===== src/rtl/rxto_pkg.sv =====
package rxto_pkg;

   // Per-cycle control decoded from the enables and strobes
   typedef struct packed {
      logic hold;    // timer frozen at zero, flag dropped
      logic kill;    // flag dropped and timer restarted
      logic clear;   // timer restarted
      logic run;     // sample pulse allowed to advance the timer
   } rxto_ctrl_t;

   // Bit times in one frame: start + data + optional parity + stop bits
   function automatic int unsigned frame_bits(input int unsigned data_min,
                                              input int unsigned len_code,
                                              input logic        par,
                                              input logic        stop2);
      int unsigned b;
      b = 1 + data_min + len_code + 1;
      if (par)   b = b + 1;
      if (stop2) b = b + 1;
      return b;
   endfunction

endpackage


===== src/rtl/rxto_frame_len.sv =====
module rxto_frame_len #(
   parameter int unsigned DATA_MIN     = 5,
   parameter int unsigned WLEN_W       = 2,
   parameter int unsigned WINDOW_CHARS = 4,
   parameter int unsigned LIM_W        = 6
) (
   input  logic [WLEN_W-1:0] word_len,
   input  logic              parity_en,
   input  logic              two_stop,
   output logic [LIM_W-1:0]  limit
);
   import rxto_pkg::*;

   always_comb begin
      limit = LIM_W'(WINDOW_CHARS *
                     frame_bits(DATA_MIN, 32'(word_len), parity_en, two_stop));
   end

endmodule


===== src/rtl/rxto_prescaler.sv =====
module rxto_prescaler #(
   parameter int unsigned OVERSAMPLE = 16
) (
   input  logic clk,
   input  logic rst_n,
   input  logic clear,
   input  logic run,
   output logic bit_tick
);

   generate
      if (OVERSAMPLE == 1) begin : g_direct
         assign bit_tick = run;

         AST_DIRECT_CLEAR_QUIET: assert property (@(posedge clk) disable iff (!rst_n)
            clear |-> !bit_tick) else $error("tick during clear");
      end else begin : g_div
         localparam int unsigned PW = $clog2(OVERSAMPLE);
         logic [PW-1:0] phase;
         logic          wrap;

         assign wrap     = (phase == PW'(OVERSAMPLE - 1));
         assign bit_tick = run & wrap;

         always_ff @(posedge clk or negedge rst_n) begin
            if (!rst_n)      phase <= '0;
            else if (clear)  phase <= '0;
            else if (run)    phase <= wrap ? '0 : phase + 1'b1;
         end

         AST_PHASE_RANGE: assert property (@(posedge clk) disable iff (!rst_n)
            {1'b0, phase} < (PW+1)'(OVERSAMPLE)) else $error("phase out of range");
         AST_CLEAR_ZEROES: assert property (@(posedge clk) disable iff (!rst_n)
            clear |=> phase == '0) else $error("phase not restarted");
      end
   endgenerate

endmodule


===== src/rtl/rxto_window_cnt.sv =====
module rxto_window_cnt #(
   parameter int unsigned LIM_W = 6
) (
   input  logic             clk,
   input  logic             rst_n,
   input  logic             clear,
   input  logic             bit_tick,
   input  logic [LIM_W-1:0] limit,
   output logic             reach
);
   logic [LIM_W-1:0] cnt;
   logic [LIM_W:0]   nxt;

   assign nxt   = {1'b0, cnt} + 1'b1;
   assign reach = bit_tick && (nxt >= {1'b0, limit});

   always_ff @(posedge clk or negedge rst_n) begin
      if (!rst_n)         cnt <= '0;
      else if (clear)     cnt <= '0;
      else if (reach)     cnt <= limit;
      else if (bit_tick)  cnt <= nxt[LIM_W-1:0];
   end

   AST_NO_OVERFLOW: assert property (@(posedge clk) disable iff (!rst_n)
      bit_tick && !clear |=> cnt != '0) else $error("window count wrapped");

endmodule


===== src/rtl/rxto_timer.sv =====
module rxto_timer #(
   parameter int unsigned OVERSAMPLE   = 16,
   parameter int unsigned WINDOW_CHARS = 4,
   parameter int unsigned DATA_MIN     = 5,
   parameter int unsigned WLEN_W       = 2
) (
   input  logic              clk,
   input  logic              rst_n,
   input  logic              fifo_en,
   input  logic              rx_irq_en,
   input  logic              fifo_nonempty,
   input  logic              sample_en,
   input  logic              char_rcvd,
   input  logic              fifo_rd,
   input  logic [WLEN_W-1:0] word_len,
   input  logic              parity_en,
   input  logic              two_stop,
   output logic              timeout_pend
);
   import rxto_pkg::*;

   localparam int unsigned DATA_MAX = DATA_MIN + (1 << WLEN_W) - 1;
   localparam int unsigned MAX_BITS = DATA_MAX + 4;
   localparam int unsigned LIM_MAX  = WINDOW_CHARS * MAX_BITS;
   localparam int unsigned LIM_W    = $clog2(LIM_MAX + 1);

   generate
      if (OVERSAMPLE < 1) begin : g_bad_ovs
         $error("OVERSAMPLE must be at least 1");
      end
      if (WINDOW_CHARS < 1) begin : g_bad_win
         $error("WINDOW_CHARS must be at least 1");
      end
      if (DATA_MIN < 1) begin : g_bad_dmin
         $error("DATA_MIN must be at least 1");
      end
      if (WLEN_W < 1 || WLEN_W > 4) begin : g_bad_wlen
         $error("WLEN_W must lie in 1..4");
      end
   endgenerate

   rxto_ctrl_t       ctrl;
   logic [LIM_W-1:0] limit;
   logic             bit_tick;
   logic             reach;

   always_comb begin
      ctrl.hold  = ~fifo_en | ~rx_irq_en | ~fifo_nonempty;
      ctrl.kill  = ctrl.hold | fifo_rd;
      ctrl.clear = ctrl.kill | (char_rcvd & ~timeout_pend);
      ctrl.run   = sample_en & ~timeout_pend & ~ctrl.clear;
   end

   rxto_frame_len #(
      .DATA_MIN     (DATA_MIN),
      .WLEN_W       (WLEN_W),
      .WINDOW_CHARS (WINDOW_CHARS),
      .LIM_W        (LIM_W)
   ) i_frame_len (
      .word_len  (word_len),
      .parity_en (parity_en),
      .two_stop  (two_stop),
      .limit     (limit)
   );

   rxto_prescaler #(
      .OVERSAMPLE (OVERSAMPLE)
   ) i_prescaler (
      .clk      (clk),
      .rst_n    (rst_n),
      .clear    (ctrl.clear),
      .run      (ctrl.run),
      .bit_tick (bit_tick)
   );

   rxto_window_cnt #(
      .LIM_W (LIM_W)
   ) i_window_cnt (
      .clk      (clk),
      .rst_n    (rst_n),
      .clear    (ctrl.clear),
      .bit_tick (bit_tick),
      .limit    (limit),
      .reach    (reach)
   );

   always_ff @(posedge clk or negedge rst_n) begin
      if (!rst_n)          timeout_pend <= 1'b0;
      else if (ctrl.kill)  timeout_pend <= 1'b0;
      else if (reach)      timeout_pend <= 1'b1;
   end

   AST_HOLD_CLEARS: assert property (@(posedge clk) disable iff (!rst_n)
      ctrl.hold |=> !timeout_pend) else $error("pending while held");
   AST_READ_CLEARS: assert property (@(posedge clk) disable iff (!rst_n)
      fifo_rd |=> !timeout_pend) else $error("pending after read");
   AST_CHAR_KEEPS: assert property (@(posedge clk) disable iff (!rst_n)
      timeout_pend && char_rcvd && !fifo_rd && !ctrl.hold |=> timeout_pend)
      else $error("character cleared pending");
   AST_RISE_ON_SAMPLE: assert property (@(posedge clk) disable iff (!rst_n)
      $rose(timeout_pend) |-> $past(sample_en)) else $error("rose without sample");
   AST_IDLE_STABLE: assert property (@(posedge clk) disable iff (!rst_n)
      !sample_en && !fifo_rd && !ctrl.hold |=> $stable(timeout_pend))
      else $error("flag moved on idle cycle");

endmodule


===== config.mk =====
export PLATFORM = sky130hd
export DESIGN_NAME = rxto_timer
export DESIGN_NICKNAME = d
export VERILOG_FILES = /design/src/rtl/rxto_pkg.sv /design/src/rtl/rxto_frame_len.sv /design/src/rtl/rxto_prescaler.sv /design/src/rtl/rxto_window_cnt.sv /design/src/rtl/rxto_timer.sv
export SDC_FILE = /design/constraint.sdc
export NUM_CORES = 1
export LEC_CHECK = 0
export ABC_AREA = 1
export BUFFER_PORTS_ARGS = -buffer_cell sky130_fd_sc_hd__buf_2
export CAP_MARGIN = 5
export CORE_MARGIN = 8
export CORE_UTILIZATION = 45
export DETAILED_ROUTE_END_ITERATION = 16
export PLACE_DENSITY = 0.73
export SLEW_MARGIN = 20
export SYNTH_ARGS = -nofsm -noshare
export SYNTH_HDL_FRONTEND = slang
export SYNTH_SLANG_ARGS = --single-unit

===== constraint.sdc =====
create_clock -name clk -period 2.2 [get_ports clk]
set_clock_uncertainty 0.15 [all_clocks]
set_input_delay 0.11 -clock clk [delete_from_list [all_inputs] [get_ports clk]]
set_output_delay 0.11 -clock clk [all_outputs]
set_load 0.02 [all_outputs]

==> impl_metrics.prom <==
# TYPE chip_impl_metric gauge
chip_impl_metric{name="crit_path_max_incr_delay",unit="ps"} 440
chip_impl_metric{name="max_fanout_on_critical_path",unit=""} 6
chip_impl_metric{name="wl_per_cell",unit="µm"} 11.4
chip_impl_metric{name="final.min_clock_period",unit="ps"} 2130
chip_impl_metric{name="number_of_cts_inserted_buffers",unit=""} 3
chip_impl_metric{name="pwr-share-clk",unit="%"} 31.9
chip_impl_info{name="cpMaxStageDelayCell",value="dfrtp_1"} 1
chip_impl_metric{name="grt_pass1_wl",unit="µm"} 3530
chip_impl_metric{name="number_of_global_route_vias_before_repair",unit=""} 895
chip_impl_info{name="worstSetupStartpoint",value="i_window_cnt.cnt[1]"} 1
chip_impl_metric{name="design.portCount",unit=""} 13
chip_impl_metric{name="fp.dieArea",unit="µm²"} 3960
chip_impl_metric{name="buffer_ports.inserted",unit=""} 12
chip_impl_info{name="most_frequent_standard_cell_in_the_layout_excluding_fill_and_tap_cells",value="nand2_1"} 1
chip_impl_metric{name="setup-violations-final",unit=""} 0
chip_impl_info{name="critPathCapture",value="i_window_cnt.cnt[3]"} 1
chip_impl_metric{name="drive_above_1_share",unit="%"} 30.9
chip_impl_metric{name="synth-seq-cells",unit=""} 11
chip_impl_metric{name="vdd.ir_drop.worst",unit="V"} 0.000205
chip_impl_info{name="kind_of_capture_point_of_the_worst_setup_path",value="flip-flop"} 1
chip_impl_metric{name="grt_start_max_net_pins",unit=""} 12
chip_impl_metric{name="tritoncts_num_sinks",unit=""} 11
chip_impl_metric{name="power.switching",unit="mW"} 0.137
chip_impl_metric{name="max-clock-path-buffers",unit=""} 2
chip_impl_metric{name="grt.total_usage",unit="%"} 10.6
chip_impl_metric{name="p_seq_share",unit="%"} 44.5
chip_impl_metric{name="max_freq",unit="MHz"} 470
chip_impl_metric{name="synthDistinctLibCells",unit=""} 22
chip_impl_metric{name="final_core_utilization",unit="%"} 58.2
chip_impl_info{name="ctsRootBufferMaster",value="clkbuf_4"} 1
chip_impl_metric{name="internal-power",unit="mW"} 0.318
chip_impl_metric{name="final_max_slew_viol_count",unit=""} 0
chip_impl_info{name="most-common-layout-cells",value="31 x nand2_1, 29 x inv_1, 12 x buf_2"} 1
chip_impl_info{name="tritoncts",value="built"} 1
chip_impl_metric{name="final.fill_count",unit=""} 203
chip_impl_metric{name="cellLeakagePower",unit="nW"} 0.655
chip_impl_metric{name="drtPass1Iterations",unit=""} 6
chip_impl_metric{name="clk_latency",unit="ps"} 270
chip_impl_metric{name="via_count",unit=""} 948
chip_impl_metric{name="dp_hpwl",unit="µm"} 1680
chip_impl_info{name="rsz0062_at_grt",value="true"} 1
chip_impl_metric{name="switching_share",unit="%"} 30.0
chip_impl_metric{name="grt_overflow",unit=""} 0
chip_impl_metric{name="worstMarginPinSlew",unit="ps"} 418
chip_impl_metric{name="timing.reg2reg.setup_slack",unit="ps"} 70
chip_impl_info{name="r2r-start",value="i_window_cnt.cnt[1]"} 1
chip_impl_info{name="hold_path.class",value="in2reg"} 1
chip_impl_metric{name="share_comb_of_total_power",unit="%"} 23.6
chip_impl_metric{name="synth_warn",unit=""} 0
chip_impl_metric{name="reg2reg_depth",unit=""} 14
chip_impl_metric{name="timing.final.crit_share",unit="%"} 96.7
chip_impl_info{name="crit_type",value="reg2reg"} 1
chip_impl_info{name="crit_path_start_kind",value="flip-flop"} 1
chip_impl_metric{name="cts-htree-levels",unit=""} 1
chip_impl_metric{name="antenna_violating_nets_post_route",unit=""} 0
chip_impl_metric{name="die_width",unit="µm"} 62.9
chip_impl_metric{name="layout.nets",unit=""} 184
chip_impl_metric{name="totalWireLength",unit="µm"} 2170
chip_impl_metric{name="placementRows",unit=""} 17
chip_impl_metric{name="arrival",unit="ps"} 2140
chip_impl_metric{name="synth_seq_area_share",unit="%"} 27.8
chip_impl_metric{name="fp.dieH",unit="µm"} 62.9
chip_impl_metric{name="diodes",unit=""} 0
chip_impl_metric{name="floorplan.initialDensity",unit="%"} 46.1
chip_impl_metric{name="areaGrowthSynthToFinish",unit="%"} 26.4
chip_impl_metric{name="worst_hold_slack",unit="ps"} 26.8
chip_impl_metric{name="drt_drc_violations_left",unit=""} 0
chip_impl_info{name="critical_path.most_common_cell",value="nand2_1"} 1
chip_impl_metric{name="drt-vias-per-instance",unit=""} 4.99
chip_impl_metric{name="required_time_at_the_worst_slack_endpoint",unit="ps"} 2220
chip_impl_metric{name="number_of_hold_violations_in_the_final_report",unit=""} 0
chip_impl_info{name="worstPathCellList",value="ha_4 -> xor2_1 -> inv_1 -> ha_1 -> nand2_1 -> nand2_1 -> nand2_1 -> nand2_1 -> nand2_1 -> nand2_2 -> nand2_4 -> nand2_4 -> nand3_2 -> nand3_2"} 1
chip_impl_metric{name="detailedRoute.firstIterationViolations",unit=""} 26
chip_impl_metric{name="fp.coreArea",unit="µm²"} 2150
chip_impl_metric{name="antenna_found_initial",unit=""} 0
chip_impl_metric{name="powerDensity",unit="nW/µm²"} 364
chip_impl_info{name="run_status",value="finished clean"} 1
chip_impl_metric{name="cts_clk_pin_slew_worst_paths",unit="ps"} 70
chip_impl_info{name="r2r-end",value="i_window_cnt.cnt[3]"} 1
chip_impl_metric{name="worst_slew_margin_rel",unit="%"} 72.0
chip_impl_metric{name="drv.max_cap_violation_count",unit=""} 0
chip_impl_metric{name="post_synth_inst_count",unit=""} 137
chip_impl_metric{name="synthesis.area",unit="µm²"} 990
chip_impl_metric{name="avgSynthCellArea",unit="µm²"} 7.22
chip_impl_metric{name="synth_fp_nets",unit=""} 158
chip_impl_metric{name="finalWeightedCongestion",unit=""} 0.809
-- per-layer routing --
layer	track usage, %	vias to the layer above	routed length, µm
li1	-	490	-
met5	0	-	0
met3	1.43	4	50
met2	19.0	18	1160
met4	6.84	0	40
met1	11.3	436	912
-- through the flow --
step | setup slack [ps] | total power [mW] | TNS (ps) | cell area [µm²] | std cells
final | 73.6 | 0.455 | 0 | 1250 | 190
after global routing | -69.9 | 0.479 | -304 | 1250 | 190
after CTS | 68.0 | 0.442 | 0 | 1170 | 188
after detailed placement | -210 | 0.302 | -1220 | 1120 | 182
after global placement | -147 | 0.297 | -823 | 1120 | 182
after floorplan | 44.7 | 0.264 | 0 | 995 | 137
-- state kept, by name (all words and copies together), names as in the netlist --
| name | flops |
|---|---|
| timeout_pend | 1 |
| i_prescaler.g_div.phase | 4 |
| i_window_cnt.cnt | 6 |
-- repair_timing --
action,in CTS,in global routing
endpoints found under the setup margin,0,7
resized for setup,0,13
hold buffers,2,0
buffers inserted,0,2
hold endpoints to repair,13,0
-- layout make-up --
type	instances	area, µm²	area share [%]
Clock buffer	4	26.3	2.10
Inverter	31	116	9.30
Multi-Input combinational cell	94	658	52.6
Sequential cell	11	275	22.0
Tap cell	28	35.0	2.80
Timing Repair Buffer	22	140	11.2
-- critical path, delay by kind of cell, from the launching register on --
family        cells  cell delay, ps
fa+ha+maj         2             450
buf+inv           1              70
flops             1             440
xor+xnor          1             200
simple gates     10             700
-- power by group through the flow --
stage	logic (mW)	registers [mW]	clock network, mW
after floorplan	0.0580	0.206	0
after global placement	0.0906	0.206	0
after detailed placement	0.0958	0.206	0
after CTS	0.0987	0.202	0.141
after global routing	0.124	0.202	0.153
final	0.108	0.202	0.145
-- synth_stat cells --
cell / instances / area, µm²
inv_1: 30 / 113
nor2_1: 4 / 15.0
dfrtp_1: 11 / 275
inv_2: 1 / 3.75
buf_6: 1 / 11.3
nand2_4: 1 / 11.3
nor2_2: 2 / 12.5
a21oi_2: 1 / 8.76
nand3_1: 17 / 85.1
a31o_2: 1 / 8.76
nand2_2: 2 / 12.5
nand4_1: 5 / 31.3
xor2_1: 4 / 35.0
o21ai_0: 5 / 25.0
nand3_2: 1 / 10.0
nand2_1: 32 / 120
o22ai_1: 3 / 18.8
nor3_1: 1 / 5.00
o21ai_2: 2 / 17.5
ha_1: 9 / 113
nand3_4: 2 / 35.0
nor2_4: 2 / 22.5
-- worst min-delay path by stage --
stage | startpoint | to | slack, ps | cells past startpoint
after floorplan | rst_n | i_prescaler.g_div.phase[0] | -340 | 0
after global placement | rst_n | i_window_cnt.cnt[5] | -160 | 1
after detailed placement | rst_n | i_window_cnt.cnt[3] | -160 | 1
after CTS | fifo_en | timeout_pend | 30 | 5
after global routing | fifo_en | timeout_pend | 50 | 5
final | fifo_en | timeout_pend | 30 | 5
-- kinds of logic after synthesis --
| family | Yosys count | synth area share (%) |
|---|---|---|
| fa+ha+maj | 9 | 11.4 |
| buf+inv | 32 | 12.9 |
| compound gates | 12 | 7.97 |
| simple gates | 69 | 36.4 |
| flops | 11 | 27.8 |
| xor+xnor | 4 | 3.54 |
No activity file was read; power rests on OpenSTA's default activity.
